**config.mk**
```make
export PLATFORM = sky130hd
export DESIGN_NAME = xbus_arbiter
export DESIGN_NICKNAME = d
export VERILOG_FILES = /design/src/rtl/xba_pkg.sv /design/src/rtl/xba_rst_sync.sv /design/src/rtl/xba_rfsh_latch.sv /design/src/rtl/xba_own_fsm.sv /design/src/rtl/xba_stall.sv /design/src/rtl/xbus_arbiter.sv
export SDC_FILE = /design/constraint.sdc
export NUM_CORES = 1
export LEC_CHECK = 0
export BUFFER_PORTS_ARGS = -buffer_cell sky130_fd_sc_hd__buf_2
export CAP_MARGIN = 20
export CORE_AREA = 2 2 42 44
export CTS_CLUSTER_SIZE = 24
export DETAILED_ROUTE_END_ITERATION = 7
export DIE_AREA = 0 0 44 46
export PLACE_DENSITY = 0.59
export SETUP_SLACK_MARGIN = 0.4
export SKIP_LAST_GASP = 1
export SYNTH_ARGS = -nofsm -noshare
export SYNTH_HDL_FRONTEND = slang
export SYNTH_SLANG_ARGS = --single-unit
```
**constraint.sdc**
```tcl
create_clock -name clk_i -period 3.36 [get_ports clk_i]
set_input_delay 0.168 -clock clk_i [delete_from_list [all_inputs] [get_ports clk_i]]
set_output_delay 0.168 -clock clk_i [all_outputs]
set_load 0.005 [all_outputs]
```
**src/rtl/xba_pkg.sv**
```systemverilog
package xba_pkg;
  typedef enum logic [1:0] {
    ST_OWN      = 2'd0,
    ST_REFRESH  = 2'd1,
    ST_RELEASED = 2'd2,
    ST_RECLAIM  = 2'd3
  } own_state_e;

  localparam int SPACE_W = 2;

  typedef enum logic [SPACE_W-1:0] {
    SP_DATA_RAM = 2'd0,
    SP_ROM      = 2'd1,
    SP_IO       = 2'd2,
    SP_EXT_MEM  = 2'd3
  } space_e;

  // Bit 1 of the space code marks the spaces that need the external bus path.
  function automatic logic space_needs_bus(input logic [SPACE_W-1:0] sp);
    return sp[1];
  endfunction
endpackage

```
**src/rtl/xba_rst_sync.sv**
```systemverilog
module xba_rst_sync #(
  parameter int STAGES = 2
) (
  input  logic clk_i,
  input  logic arst_n_i,
  output logic rst_n_o
);
  logic [STAGES-1:0] sync_q;

  always_ff @(posedge clk_i or negedge arst_n_i) begin
    if (!arst_n_i) sync_q <= '0;
    else           sync_q <= {sync_q[STAGES-2:0], 1'b1};
  end

  assign rst_n_o = sync_q[STAGES-1];
endmodule

```
**src/rtl/xba_rfsh_latch.sv**
```systemverilog
module xba_rfsh_latch (
  input  logic clk_i,
  input  logic rst_n_i,
  input  logic set_i,
  input  logic clr_i,
  output logic pend_o
);
  logic pend_q, pend_d, pend_en;

  always_comb begin
    pend_en = set_i | clr_i;
    pend_d  = set_i | (pend_q & ~clr_i);
  end

  always_ff @(posedge clk_i or negedge rst_n_i) begin
    if (!rst_n_i)     pend_q <= 1'b0;
    else if (pend_en) pend_q <= pend_d;
  end

  assign pend_o = pend_q;

  // the state machine only consumes a refresh that was stored
  assert_clear_needs_pending_R6: assert property (@(posedge clk_i) disable iff (!rst_n_i)
    clr_i |-> pend_q);
  // a stored request survives until it is consumed
  assert_pending_kept_R6: assert property (@(posedge clk_i) disable iff (!rst_n_i)
    (pend_q && !clr_i) |=> pend_q);
endmodule

```
**src/rtl/xba_own_fsm.sv**
```systemverilog
module xba_own_fsm
  import xba_pkg::*;
(
  input  logic clk_i,
  input  logic rst_n_i,
  input  logic ext_req_i,
  input  logic acc_busy_i,
  input  logic rfsh_pend_i,
  input  logic rfsh_done_i,
  output logic rfsh_clr_o,
  output logic grant_n_o,
  output logic pad_oe_o,
  output logic rfsh_start_o,
  output logic bus_free_o
);
  own_state_e state_q, state_d;
  logic grant_n_q, grant_n_d;
  logic oe_q, oe_d;
  logic start_q, start_d;
  logic state_en;

  always_comb begin
    state_d    = state_q;
    grant_n_d  = grant_n_q;
    oe_d       = oe_q;
    start_d    = 1'b0;
    rfsh_clr_o = 1'b0;
    unique case (state_q)
      ST_OWN: begin
        if (!acc_busy_i) begin
          if (rfsh_pend_i) begin
            state_d    = ST_REFRESH;
            start_d    = 1'b1;
            rfsh_clr_o = 1'b1;
          end else if (ext_req_i) begin
            state_d   = ST_RELEASED;
            grant_n_d = 1'b0;
            oe_d      = 1'b0;
          end
        end
      end
      ST_REFRESH: begin
        if (rfsh_done_i) state_d = ST_OWN;
      end
      ST_RELEASED: begin
        if (!ext_req_i) begin
          state_d   = ST_OWN;
          grant_n_d = 1'b1;
          oe_d      = 1'b1;
        end else if (rfsh_pend_i) begin
          state_d   = ST_RECLAIM;
          grant_n_d = 1'b1;
        end
      end
      ST_RECLAIM: begin
        if (!ext_req_i) begin
          state_d    = ST_REFRESH;
          oe_d       = 1'b1;
          start_d    = 1'b1;
          rfsh_clr_o = 1'b1;
        end
      end
      default: state_d = ST_OWN;
    endcase
    state_en = (state_d != state_q) | start_q;
  end

  always_ff @(posedge clk_i or negedge rst_n_i) begin
    if (!rst_n_i) begin
      state_q   <= ST_OWN;
      grant_n_q <= 1'b1;
      oe_q      <= 1'b1;
      start_q   <= 1'b0;
    end else begin
      if (state_en) begin
        state_q   <= state_d;
        grant_n_q <= grant_n_d;
        oe_q      <= oe_d;
      end
      start_q <= start_d;
    end
  end

  assign grant_n_o    = grant_n_q;
  assign pad_oe_o     = oe_q;
  assign rfsh_start_o = start_q;
  assign bus_free_o   = (state_q == ST_OWN);

  // the hand-over edge only follows a sampled idle bus with a live request
  assert_grant_after_idle_R2: assert property (@(posedge clk_i) disable iff (!rst_n_i)
    $fell(grant_n_q) |-> $past(!acc_busy_i && ext_req_i));
  // pads never drive while the external master has the bus
  assert_float_when_out_R3: assert property (@(posedge clk_i) disable iff (!rst_n_i)
    !grant_n_q |-> !oe_q);
  // a dropped request while handed out brings the bus straight back
  assert_return_on_drop_R4: assert property (@(posedge clk_i) disable iff (!rst_n_i)
    ($past(state_q) == ST_RELEASED && !$past(ext_req_i)) |-> (grant_n_q && oe_q));
  // refresh starts only on an owned, driven bus
  assert_start_owned_R5: assert property (@(posedge clk_i) disable iff (!rst_n_i)
    start_q |-> (grant_n_q && oe_q));
  // the start is a single-cycle pulse
  assert_start_pulse_R11: assert property (@(posedge clk_i) disable iff (!rst_n_i)
    start_q |=> !start_q);
endmodule

```
**src/rtl/xba_stall.sv**
```systemverilog
module xba_stall
  import xba_pkg::*;
#(
  parameter int NPORT = 3
) (
  input  logic                     clk_i,
  input  logic                     rst_n_i,
  input  logic                     bus_open_i,
  input  logic [NPORT-1:0]         req_i,
  input  logic [NPORT*SPACE_W-1:0] space_i,
  output logic [NPORT-1:0]         stall_o
);
  for (genvar p = 0; p < NPORT; p++) begin : g_port
    logic [SPACE_W-1:0] sp;
    assign sp         = space_i[p*SPACE_W +: SPACE_W];
    assign stall_o[p] = req_i[p] & space_needs_bus(sp) & ~bus_open_i;

    // on-chip memory accesses are never held back
    assert_fast_free_R7: assert property (@(posedge clk_i) disable iff (!rst_n_i)
      (sp == SP_DATA_RAM || sp == SP_ROM) |-> !stall_o[p]);
  end
endmodule

```
**src/rtl/xbus_arbiter.sv**
```systemverilog
module xbus_arbiter
  import xba_pkg::*;
#(
  parameter int NPORT     = 3,
  parameter int RST_STAGE = 2
) (
  input  logic                     clk_i,
  input  logic                     arst_n_i,
  input  logic                     ext_req_i,
  input  logic                     acc_busy_i,
  input  logic                     rfsh_req_i,
  input  logic                     rfsh_done_i,
  input  logic [NPORT-1:0]         cpu_req_i,
  input  logic [NPORT*SPACE_W-1:0] cpu_space_i,
  output logic                     bus_grant_n_o,
  output logic                     pad_oe_o,
  output logic                     rfsh_start_o,
  output logic [NPORT-1:0]         cpu_stall_o
);
  logic rst_n, pend, clr, bus_free, bus_open;

  xba_rst_sync #(.STAGES(RST_STAGE)) i_rst_sync (
    .clk_i(clk_i), .arst_n_i(arst_n_i), .rst_n_o(rst_n));

  xba_rfsh_latch i_rfsh_latch (
    .clk_i(clk_i), .rst_n_i(rst_n), .set_i(rfsh_req_i), .clr_i(clr), .pend_o(pend));

  xba_own_fsm i_own_fsm (
    .clk_i(clk_i), .rst_n_i(rst_n), .ext_req_i(ext_req_i), .acc_busy_i(acc_busy_i),
    .rfsh_pend_i(pend), .rfsh_done_i(rfsh_done_i), .rfsh_clr_o(clr),
    .grant_n_o(bus_grant_n_o), .pad_oe_o(pad_oe_o), .rfsh_start_o(rfsh_start_o),
    .bus_free_o(bus_free));

  assign bus_open = bus_free & ~ext_req_i;

  xba_stall #(.NPORT(NPORT)) i_stall (
    .clk_i(clk_i), .rst_n_i(rst_n), .bus_open_i(bus_open), .req_i(cpu_req_i),
    .space_i(cpu_space_i), .stall_o(cpu_stall_o));

  // a held-off bus-path access stalls whenever the bus is handed out
  assert_stall_when_out_R8: assert property (@(posedge clk_i) disable iff (!rst_n)
    (!bus_grant_n_o && cpu_req_i[NPORT-1] && space_needs_bus(cpu_space_i[NPORT*SPACE_W-1 -: SPACE_W]))
      |-> cpu_stall_o[NPORT-1]);
endmodule

```
# Word-level counts from Yosys, hierarchy flattened
# Index checks and enable logic that the tools add are counted.
# word_totals
register_bits	8
elab_cells	55
out_inout_bits	6
in_bits	15
# classes
mux	20
reduce_logical	6
n_eq_ne	9
bitwise_logic	14
# op_table
op	n
2-to-1 mux 2 bit	7
AND reduction 6 bit	2
2-to-1 mux 1 bit	9
AND 1 bit	8
!= test 2 bit, second input constant	4
case mux 2 bit (4 select lines)	1
case mux 1 bit (2 select lines)	3
== test 2 bit, second input constant	2
nonzero test 2 bit	2
!= test 3 bit, second input constant	1
inverter 1 bit	3
bitwise OR 1 bit	3
== test 2 x 1 -> 1 bit, second input constant	1
zero test 2 bit	1
!= test 2 bit	1
OR reduction 2 bit	1

# Longest topological paths before layout
# logic_depth
word_depth	7
ltp_mapped	8
ltp_nobuf	7

# Hierarchy
# From an unflattened synthesis, not the netlist that was laid out.
# unflattened
hier_cells	65
area_unflattened_um2	640.6
# by_module_without_submodules
module	instances	area_per_inst_um2	cells_each	seq_area_each_um2
xba_own_fsm	1	510.5	55	127.6
xba_rst_sync	1	53.8	3	50.0
xba_rfsh_latch	1	36.3	3	25.0
xba_stall	1	26.3	3	0.0
xbus_arbiter	1	13.8	1	0.0

# Worst setup path after synthesis
# OpenSTA, ideal clock, no wires.
# synth_timing
path_kind	reg-to-reg
start	register i_own_fsm.state_q[0]
end	register i_own_fsm.oe_q, in the netlist i_own_fsm.pad_oe_o
period_less_slack_ns	1.805
stages_incl_launch_ff	9
setup_ns	0.075
required_time_ns	3.285
path_buffers	1
t_arrival_ns	1.730
slack_ns	1.555
path_cell_list	dfrtp_1 > inv_1 > ha_1 > buf_6 > o21a_1 > o311ai_2 > o21ai_2 > a31oi_1 > mux2i_1
# synth_between
elab_chain_cells	7
word_cells_on_any_way	22
cone_classes	eq/ne: 8; mux: 9; bitwise: 1; reduce/logical: 4
# synth_lines
item	line_no	rtl
start: declaration	xba_own_fsm.sv:16	own_state_e state_q, state_d;
start signal: assignment	xba_own_fsm.sv:76	state_q <= state_d;
2-to-1 mux 2 bit	xba_own_fsm.sv:35	end else if (ext_req_i) begin
2-to-1 mux 2 bit	xba_own_fsm.sv:31	if (rfsh_pend_i) begin
2-to-1 mux 2 bit	xba_own_fsm.sv:30	if (!acc_busy_i) begin
case mux 2 bit (4 select lines)	xba_own_fsm.sv:28	unique case (state_q)
!= test 2 bit	xba_own_fsm.sv:65	state_en = (state_d != state_q) | start_q;
bitwise OR 1 bit	xba_own_fsm.sv:65	
AND reduction 6 bit (no source line)	n/a	
end signal: assignment	xba_own_fsm.sv:72	oe_q <= 1'b1;
end signal: assignment	xba_own_fsm.sv:78	oe_q <= oe_d;
end: declaration	xba_own_fsm.sv:18	logic oe_q, oe_d;
# Parallel ways exist; a longest one is shown, timed or not.
# A chain may end at the register's enable or synchronous reset.

# Worst setup path after layout
# layout_timing
start	register i_own_fsm.state_q[1]
end	register i_own_fsm.oe_q, in the netlist i_own_fsm.pad_oe_o
# The elaborated chain is that of the path after synthesis.

==> out/metrics.yaml <==
status: "complete, no violations"
path_class: "flop to flop"
layout_common_cells: "buf_2, inv_1, dfrtp_1"
layout.nets: 102
pin_count: 21
drtIter0Drc: 13
post-cts-setup-buffers: 0
wl_mm: 1.14
synth_area_um2: 588
synth_warnings: 0
wire_per_inst_um: 11.5
diodes: 0
startpoint_type: "flop"
power.density_mw_per_mm2: 674
synth_nets: 82
multiInputGateArea_um2: 333
cap_violations: 0
dr_total_vias: 527
firstDrtPassIters: 4
hpwl_um: 934
cp.arrival_ns: 2.35
die_h_um: 46
ant_nets: 0
fin_skew_ns: 0.00137
h-tree-depth: 1
final_area_um2: 701
yosysTopAreaCell: "dfrtp_1"
hold_ws_ns: 0.0842
hp-class: "flop to asynchronous set/reset pin"
setup.worst_path.end_class: "flop"
synth-seq-cells: 8
synthTopCellsByArea: "dfrtp_1, dfstp_2, ha_1"
max_freq_mhz: 458
fin_cells: 99
final_max_slew_viol_count: 0
grt_first_pass_wirelength_mm: 1.92
final_layout_size_suffix_gt1_share_pct: 31.7
fillerInstances: 167
postSynthAreaPerCell_um2: 9.33
port_buffers: 17
power_w: 0.000472
worst-path-max-fanout: 11
setup_tns_ns: 0
seqCellArea_um2: 203
fin_crit_ns: 2.18
rsz0062_at_grt: "no"
syn2layout_area_growth_pct: 19.1
antenna_found_initial: 0
fp-row-count: 15
gr-total-overflow: 0
drc: 0
grt_usage_pct: 12.7
cts_hold_buf: 1
post_synth_num_cell_types: 32
cts_tree: "built"
setup_viol: 0
cp.required_ns: 3.53
vdd_ir_drop_max_mv: 0.358
leakage_nw: 0.327
dp_cells: 94
period_share_pct: 64.9
core_mm2: 0.00161
viasPerCell: 5.32
cts.clk_slew.worst_paths_ns: 0.05
seq_area_frac_synth_pct: 34.5
die-width_um: 44
start_util_pct: 36.4
synth_top_area_share_pct: 25.5
gp_congestion: 0.804
final_common_cell: "buf_2"
placed_area_um2: 664
clock_sinks: 8
cts_root_buf: "clkbuf_4"
syn_inst: 63
grt_pass1_vias: 485
cts-buffers-inserted: 3
grt_max_degree: 12
finalHoldViolations: 0
die_area_mm2: 0.00202
cts_resized: 0
clk_path_buf_depth: 2
clock_latency_ns: 0.24
[worst paths after layout]
| path | start | end | slack [ns] | depth (start not counted) |
|---|---|---|---|---|
| min in group clk_i | rfsh_req_i | i_rfsh_latch.pend_o | 0.12 | 2 |
| max | i_own_fsm.state_q[1] | i_own_fsm.pad_oe_o | 1.18 | 7 |
| min | i_rst_sync.sync_q[1] | i_own_fsm.rfsh_start_o | 0.08 | 0 |
| max in group asynchronous | i_rst_sync.sync_q[1] | i_own_fsm.pad_oe_o | 3.02 | 0 |
| max reg2reg | i_own_fsm.state_q[1] | i_own_fsm.pad_oe_o | 1.18 | 7 |
| min reg2reg | i_rst_sync.sync_q[1] | i_own_fsm.rfsh_start_o | 0.08 | 0 |
[per-stage QoR]
stage	worst slack, ns	utilization, %
after floorplan	1.55	-
after global placement	1.18	41.2
after detailed placement	1.20	41.2
after CTS	1.18	43.4
after global routing	1.02	43.4
final	1.18	43.4
[report_power, final]
| group | leakage [nW] | switching (W) | internal (W) |
|---|---|---|---|
| registers | 0.0925 | 0.0000333 | 0.000133 |
| clock network | 0.0150 | 0.0000281 | 0.0000451 |
| logic | 0.219 | 0.000131 | 0.000101 |
| total | 0.327 | 0.000193 | 0.000279 |
[state kept, by name, indices dropped and copies added (netlist names)]
name,cells
i_own_fsm.pad_oe_o,1
i_rfsh_latch.pend_o,1
i_rst_sync.sync_q,2
i_own_fsm.state_q,2
i_own_fsm.grant_n_o,1
i_own_fsm.rfsh_start_o,1
[logic make-up after synthesis]
logic type	share of synthesized area (%)
compound gates	27.4
fa+ha+maj	8.51
buf+inv	8.94
flops	34.5
mux	1.70
other cells	0.638
simple gates	18.3
[synthesized netlist by cell type]
cell type	number
nand3_1	3
a221oi_1	1
a41oi_1	1
buf_4	1
o32ai_1	1
nor2_1	1
dfrtp_1	6
a21oi_1	4
nor3_1	2
conb_1	1
a2bb2oi_1	1
dfstp_2	2
a2111oi_0	1
nand2b_1	3
o21bai_1	1
o21ai_1	1
and2b_1	1
buf_6	2
inv_1	6
o311ai_2	1
mux2i_1	1
or2b_2	1
a31oi_1	4
ha_1	4
and3_1	3
o211ai_1	1
nand2b_2	1
o21ai_2	1
o21a_1	1
o21ai_0	4
nand4b_1	1
nand3b_1	1
[layout make-up]
type                            count  area share (%)
Clock buffer                        4            3.75
Inverter                            6            3.21
Multi-Input combinational cell     46            47.5
Sequential cell                     8            28.9
Tap cell                           17            3.04
Timing Repair Buffer               18            13.6
[worst max-delay path: stages (launching register included)]
cell     delay (ns)
dfrtp_1        0.47
inv_1          0.17
ha_1           0.37
or2b_2         0.34
o21ai_0        0.22
o21ai_2        0.10
a31oi_1        0.22
mux2i_1        0.22
[routing by layer]
layer,part of all wire [%],vias up,global-route usage [%]
met5,0,-,0
met2,47,16,22.9
met3,6.6,0,2.78
met1,46,239,15.0
li1,-,272,-
met4,0,0,3.64
Power figures use the tool's default switching activity.
